==> config.mk <==
export PLATFORM = sky130hd
export DESIGN_NAME = ds3_tx_oh_insert
export DESIGN_NICKNAME = d
export VERILOG_FILES = /design/src/rtl/ds3tx_pkg.sv /design/src/rtl/ds3tx_ctl.sv /design/src/rtl/ds3tx_dp.sv /design/src/rtl/ds3_tx_oh_insert.sv
export SDC_FILE = /design/constraint.sdc
export NUM_CORES = 1
export LEC_CHECK = 0
export BUFFER_PORTS_ARGS = -buffer_cell sky130_fd_sc_hd__buf_2
export CORE_UTILIZATION = 30
export CTS_CLUSTER_SIZE = 40
export DETAILED_ROUTE_END_ITERATION = 8
export MAX_ROUTING_LAYER = met4
export REMOVE_ABC_BUFFERS = 1
export SYNTH_ARGS = -nofsm -noshare
export SYNTH_HDL_FRONTEND = slang
export SYNTH_SLANG_ARGS = --single-unit
export TNS_END_PERCENT = 10
==> constraint.sdc <==
create_clock -name clk -period 3.8 [get_ports clk]
set_clock_uncertainty 0.05 [all_clocks]
set_input_delay 0.76 -clock clk [delete_from_list [all_inputs] [get_ports clk]]
set_output_delay 0.76 -clock clk [all_outputs]
set_load 0.005 [all_outputs]
==> src/rtl/ds3tx_pkg.sv <==
package ds3tx_pkg;
  localparam int SUBFRAMES     = 7;
  localparam int BLOCKS        = 8;
  localparam int PAY_PER_BLOCK = 84;
  localparam int X_SUBS        = 2;
  localparam int P_SUBS        = 2;
  localparam int BLOCK_LEN     = PAY_PER_BLOCK + 1;
  localparam int SUB_W         = $clog2(SUBFRAMES);
  localparam int BLK_W         = $clog2(BLOCKS);
  localparam int BIT_W         = $clog2(BLOCK_LEN);
  localparam int IDX_W         = BLK_W - 1;

  typedef enum logic [2:0] {
    OH_NONE, OH_X, OH_P, OH_M, OH_F, OH_C
  } ohKind_t;

  typedef struct packed {
    logic             advance;
    logic             ohSlot;
    logic             frameFirst;
    logic             frameEnd;
    ohKind_t          kind;
    logic [SUB_W-1:0] sub;
    logic [IDX_W-1:0] slotIdx;
  } ctlStrb_t;
endpackage

==> src/rtl/ds3tx_ctl.sv <==
module ds3tx_ctl
  import ds3tx_pkg::*;
(
  input  logic     clk,
  input  logic     rstN,
  input  logic     payValid,
  output logic     payReady,
  output ctlStrb_t strb
);
  logic [SUB_W-1:0] subQ;
  logic [BLK_W-1:0] blkQ;
  logic [BIT_W-1:0] bitQ;
  logic ohSlot, advance, endBlk, endSub, endFrame;
  ohKind_t kind;

  assign ohSlot   = (bitQ == '0);
  assign advance  = ohSlot | payValid;
  assign payReady = rstN & ~ohSlot;
  assign endBlk   = (bitQ == BIT_W'(PAY_PER_BLOCK));
  assign endSub   = endBlk && (blkQ == BLK_W'(BLOCKS - 1));
  assign endFrame = endSub && (subQ == SUB_W'(SUBFRAMES - 1));

  always_ff @(posedge clk) begin
    if (!rstN) begin
      subQ <= '0;
      blkQ <= '0;
      bitQ <= '0;
    end else if (advance) begin
      if (endBlk) begin
        bitQ <= '0;
        if (endSub) begin
          blkQ <= '0;
          subQ <= endFrame ? '0 : subQ + 1'b1;
        end else begin
          blkQ <= blkQ + 1'b1;
        end
      end else begin
        bitQ <= bitQ + 1'b1;
      end
    end
  end

  always_comb begin
    if (!ohSlot)                                kind = OH_NONE;
    else if (blkQ == '0) begin
      if (subQ < SUB_W'(X_SUBS))                kind = OH_X;
      else if (subQ < SUB_W'(X_SUBS + P_SUBS))  kind = OH_P;
      else                                      kind = OH_M;
    end
    else if (blkQ[0])                           kind = OH_F;
    else                                        kind = OH_C;
  end

  always_comb begin
    strb.advance    = advance;
    strb.ohSlot     = ohSlot;
    strb.frameFirst = ohSlot && (subQ == '0) && (blkQ == '0);
    strb.frameEnd   = advance && endFrame;
    strb.kind       = kind;
    strb.sub        = subQ;
    strb.slotIdx    = blkQ[BLK_W-1:1];
  end

  // position holds while the upstream stalls a payload slot
  assert_stall_hold_R2: assert property (@(posedge clk) disable iff (!rstN)
    !advance |=> $stable({subQ, blkQ, bitQ}));

  // after the last payload bit the next slot is the frame's first overhead bit
  assert_frame_wrap_R1: assert property (@(posedge clk) disable iff (!rstN)
    (advance && endFrame) |=> (subQ == '0 && blkQ == '0 && bitQ == '0));
endmodule

==> src/rtl/ds3tx_dp.sv <==
module ds3tx_dp
  import ds3tx_pkg::*;
(
  input  logic       clk,
  input  logic       rstN,
  input  ctlStrb_t   strb,
  input  logic       payData,
  input  logic       modeCbit,
  input  logic       xSoft,
  input  logic       losIn,
  input  logic       lofIn,
  input  logic       aisIn,
  input  logic       feacEn,
  input  logic       feacIn,
  input  logic       febeErr,
  input  logic       febeSwEn,
  input  logic [2:0] febeSwVal,
  input  logic       extOhEn,
  input  logic       extOhData,
  output logic       lineBit,
  output logic       lineValid,
  output logic       frameStart,
  output logic       ohMark
);
  logic accParQ, prevParQ;
  logic defect, intBit, ohBit, cBit;
  logic [2:0] febeCode;

  assign defect   = losIn | lofIn | aisIn;
  assign febeCode = febeSwEn ? febeSwVal : (febeErr ? 3'b000 : 3'b111);

  // payload parity of the running frame and of the frame before it
  always_ff @(posedge clk) begin
    if (!rstN) begin
      accParQ  <= 1'b0;
      prevParQ <= 1'b0;
    end else if (strb.advance && !strb.ohSlot) begin
      if (strb.frameEnd) begin
        prevParQ <= accParQ ^ payData;
        accParQ  <= 1'b0;
      end else begin
        accParQ  <= accParQ ^ payData;
      end
    end
  end

  // C-bit content in parity mode, chosen by subframe and slot
  always_comb begin
    cBit = 1'b1;
    if (!modeCbit) begin
      cBit = 1'b0;
    end else begin
      case (strb.sub)
        SUB_W'(0): cBit = (strb.slotIdx == IDX_W'(3)) ? (feacEn ? feacIn : 1'b1) : 1'b1;
        SUB_W'(2): cBit = prevParQ;
        SUB_W'(3): cBit = febeCode[IDX_W'(3) - strb.slotIdx];
        default:   cBit = 1'b1;
      endcase
    end
  end

  always_comb begin
    case (strb.kind)
      OH_X:    intBit = defect ? 1'b0 : xSoft;
      OH_P:    intBit = prevParQ;
      OH_M:    intBit = (strb.sub == SUB_W'(SUBFRAMES - 2));
      OH_F:    intBit = (strb.slotIdx == '0) || (strb.slotIdx == IDX_W'(3));
      OH_C:    intBit = cBit;
      default: intBit = 1'b0;
    endcase
    ohBit = extOhEn ? extOhData : intBit;
  end

  always_ff @(posedge clk) begin
    if (!rstN) begin
      lineBit    <= 1'b0;
      lineValid  <= 1'b0;
      frameStart <= 1'b0;
      ohMark     <= 1'b0;
    end else begin
      lineValid  <= strb.advance;
      frameStart <= strb.advance && strb.frameFirst;
      ohMark     <= strb.advance && strb.ohSlot;
      if (strb.advance) lineBit <= strb.ohSlot ? ohBit : payData;
    end
  end

  assert_ext_override_R11: assert property (@(posedge clk) disable iff (!rstN)
    (strb.advance && strb.ohSlot && extOhEn) |=> (ohMark && lineBit == $past(extOhData)));

  assert_x_defect_R6: assert property (@(posedge clk) disable iff (!rstN)
    (strb.advance && strb.kind == OH_X && defect && !extOhEn) |=> (ohMark && !lineBit));

  assert_payload_pass_R2: assert property (@(posedge clk) disable iff (!rstN)
    (strb.advance && !strb.ohSlot) |=> (lineValid && !ohMark && lineBit == $past(payData)));

  assert_start_is_oh_R1: assert property (@(posedge clk) disable iff (!rstN)
    frameStart |-> (ohMark && lineValid));
endmodule

==> src/rtl/ds3_tx_oh_insert.sv <==
module ds3_tx_oh_insert
  import ds3tx_pkg::*;
(
  input  logic       clk,
  input  logic       rstN,
  input  logic       modeCbit,
  input  logic       payData,
  input  logic       payValid,
  output logic       payReady,
  input  logic       xSoft,
  input  logic       losIn,
  input  logic       lofIn,
  input  logic       aisIn,
  input  logic       feacEn,
  input  logic       feacIn,
  input  logic       febeErr,
  input  logic       febeSwEn,
  input  logic [2:0] febeSwVal,
  input  logic       extOhEn,
  input  logic       extOhData,
  output logic       lineBit,
  output logic       lineValid,
  output logic       frameStart,
  output logic       ohMark
);
  ctlStrb_t strb;

  ds3tx_ctl ctl_i (
    .clk      (clk),
    .rstN     (rstN),
    .payValid (payValid),
    .payReady (payReady),
    .strb     (strb)
  );

  ds3tx_dp dp_i (
    .clk        (clk),
    .rstN       (rstN),
    .strb       (strb),
    .payData    (payData),
    .modeCbit   (modeCbit),
    .xSoft      (xSoft),
    .losIn      (losIn),
    .lofIn      (lofIn),
    .aisIn      (aisIn),
    .feacEn     (feacEn),
    .feacIn     (feacIn),
    .febeErr    (febeErr),
    .febeSwEn   (febeSwEn),
    .febeSwVal  (febeSwVal),
    .extOhEn    (extOhEn),
    .extOhData  (extOhData),
    .lineBit    (lineBit),
    .lineValid  (lineValid),
    .frameStart (frameStart),
    .ohMark     (ohMark)
  );
endmodule

==> results.toml <==
[sta]
worstMarginPinSlew_ns = 0.528
rsz0062_at_grt = "false"
setup-violations-final = 0
hold_viol_final = 0
fmax_mhz = 388
post-route-period-util = 0.678
slew_viol_final = 0
finalSetupTns_ns = 0
period_minus_slack_ns = 2.58
max-slew-margin-rel = 0.645

[worst_setup_path]
critPathBufInv = 2
r2r_cells = 6
crit_cells = 6
worstPathRequired_ns = 2.99
worst-setup-path-type = "reg -> out"
worst_r2r_endpoint = "ctl_i.bitQ[2]"
path_cells = "inv_1, ha_1, nor3b_1, and2_1, nor2_1, buf_2"
crit_arrival_ns = 1.77
cpMaxStageDelayCell = "nor3b_1"
crit_fanout = 5
end_kind = "output port"
cpLargestDelayFamily = "simple AND/OR/NAND/NOR gates"
worst-r2r-setup-slack_ns = 1.87
critPathMaxStageDelay_ns = 0.46
critical_path.startpoint = "ctl_i.bitQ[0]"
startpoint_type = "flop"
r2r-start = "ctl_i.bitQ[0]"

[synth]
synth-seq-area-share = 0.352
synthFlopType = "dfxtp_1"
synthTopCellsByArea = "dfxtp_1 35%, ha_1 13%, nand2_1 4.9%, nor2_1 4.9%, a21oi_1 4.6%"
synth.distinct_cells = 34
syn_area_mm2 = 0.00108
synth_compound_area_frac = 0.140
async_reset_ff_frac = 0
yosysTopAreaCell = "dfxtp_1"
synthCells = 132
synth_mux_area_frac = 0.00927
synth_area_per_cell_um2 = 8.18
synthAdderAreaFrac = 0.127
synth-xor-area-share = 0.0568
synth-simple-area-share = 0.269
ys_seq_elements = 19
synth_top_family_by_area = "simple AND/OR/NAND/NOR gates"
yosys_warnings = 0
synth_top_area_share = 0.352
synth_edf_count = 0

[die]
die_w_um = 62.0
initial_utilization = 0.319
core_area_mm2 = 0.00339
ios = 23
rows = 21
die_h_um = 62.0
dieArea_mm2 = 0.00384

[cts]
root_buffer = "clkbuf_4"
cts_sinks = 19
clockBufferDepth = 2
cts_setup_buffers = 0
clk_pin_slew_ns = 0.10
tritoncts = "built"
insertion_delay_ns = 0.29
post_cts_resized = 0
cts.htree.levels = 1
cts_hold_buffers = 0
cts_buffers = 3

[finish]
final_nets = 187
nFillCells = 355
area_growth_pct = 17.6
layout-drive-gt1-share = 0.191
finish.utilization = 0.375
diodes = 0

[hold_path]
hold_depth = 2
min_to = "ctl_i.bitQ[1]"
hp-class = "reg -> reg"
hold_start = "ctl_i.bitQ[1]"

[placed_design]
io_buffers = 22
gp_congestion = 0.868
dp_hpwl_um = 1770

[drt]
wl_per_cell_um = 10.9
vias_per_cell = 4.77
first_iter_violations = 18
drt_wl_total_um = 2220
drc = 0
firstDrtPassIters = 4
vias = 969
ant_nets = 0

[flow_run]
maxCapViolCount = 0

[power]
leakage_nw = 0.515
peakVddDrop_v = 0.000170
p_per_area_mw_per_mm2 = 400

[status]
status = "finished clean"

[global_route]
grt.overflow.total = 0
grt_max_degree = 14
grt_pass1_wl_um = 3440
grt.total_usage = 0.127
antenna_found_initial = 0
grt_pass1_vias = 872
-- metrics by stage --
step | area (µm²) | power (W) | hold WS [ns] | instances | worst slack (ns)
3_5_place_dp | 1240 | 0.000407 | 0.442 | 199 | 1.56
4_1_cts | 1270 | 0.000515 | 0.459 | 203 | 1.22
2_1_floorplan | 1080 | 0.000357 | 0.412 | 131 | 1.86
3_3_place_gp | 1240 | 0.000405 | 0.424 | 199 | 1.58
5_1_grt | 1270 | 0.000545 | 0.475 | 203 | 1.09
6_report | 1270 | 0.000507 | 0.453 | 203 | 1.22
-- sequential cells by signal (all words and copies together), names as in the netlist --
name	cells
dp_i.frameStart	1
ctl_i.bitQ	7
dp_i.ohMark	1
ctl_i.subQ	3
ctl_i.blkQ	3
dp_i.lineValid	1
dp_i.lineBit	1
dp_i.prevParQ	1
dp_i.accParQ	1
-- where the power goes --
| group | switching (W) | internal [W] | leakage [nW] |
|---|---|---|---|
| Sequential | 0.0000162 | 0.000228 | 0.155 |
| Clock | 0.0000609 | 0.0000409 | 0.0150 |
| Combinational | 0.0000844 | 0.0000771 | 0.345 |
-- synth_stat cells (all sizes together), types with 2 or more instances --
cell type / instances
a21oi: 11
and3: 2
dfxtp: 19
ha: 11
inv: 12
nand2: 14
nand2b: 3
nand3: 5
nand4: 5
nor2: 14
nor3: 3
o21ai: 7
or3: 2
xnor2: 4
xor2: 3
-- cells by family (layout without fill, tap and decap cells) --
kind of cell	after synthesis	count (layout)
fa+ha+maj	11	11
flops	19	19
buf+inv	13	38
simple gates	56	56
mux	1	1
compound gates	25	25
xor+xnor	7	7
-- per-layer routing --
| metal | routed length, µm | track usage |
|---|---|---|
| met5 | 0 | - |
| met4 | 14 | 0.0381 |
| met3 | 100 | 0.0373 |
| met1 | 1070 | 0.142 |
| met2 | 1030 | 0.216 |
-- final cells by class --
type / count / area [µm²] / area share
Multi-Input combinational cell: 100 / 651 / 0.512
Clock buffer: 4 / 26.3 / 0.0207
Tap cell: 46 / 57.6 / 0.0453
Inverter: 12 / 45.0 / 0.0355
Timing Repair Buffer: 22 / 110 / 0.0867
Sequential cell: 19 / 380 / 0.300
-- worst min-delay path: stages, from the launching register on --
cell	delay (ns)
dfxtp_1	0.35
nand2_1	0.06
a21oi_1	0.05
-- worst max path at each step --
| stage | slack, ns | to |
|---|---|---|
| after global placement | 1.58 | payReady |
| after global routing | 1.09 | payReady |
| after detailed placement | 1.56 | payReady |
| final | 1.22 | payReady |
| after floorplan | 1.86 | payReady |
| after CTS | 1.22 | payReady |
-- placed cells by master, fill, tap and decap left out, types with 4 or more instances in the layout --
cell type / n
xnor2_1: 4
nand4_1: 5
o21ai_0: 7
dfxtp_1: 19
nand2_1: 14
nor2_1: 14
nand3_1: 5
ha_1: 11
buf_2: 22
a21oi_1: 10
inv_1: 12
Power figures use the tool's default switching activity.
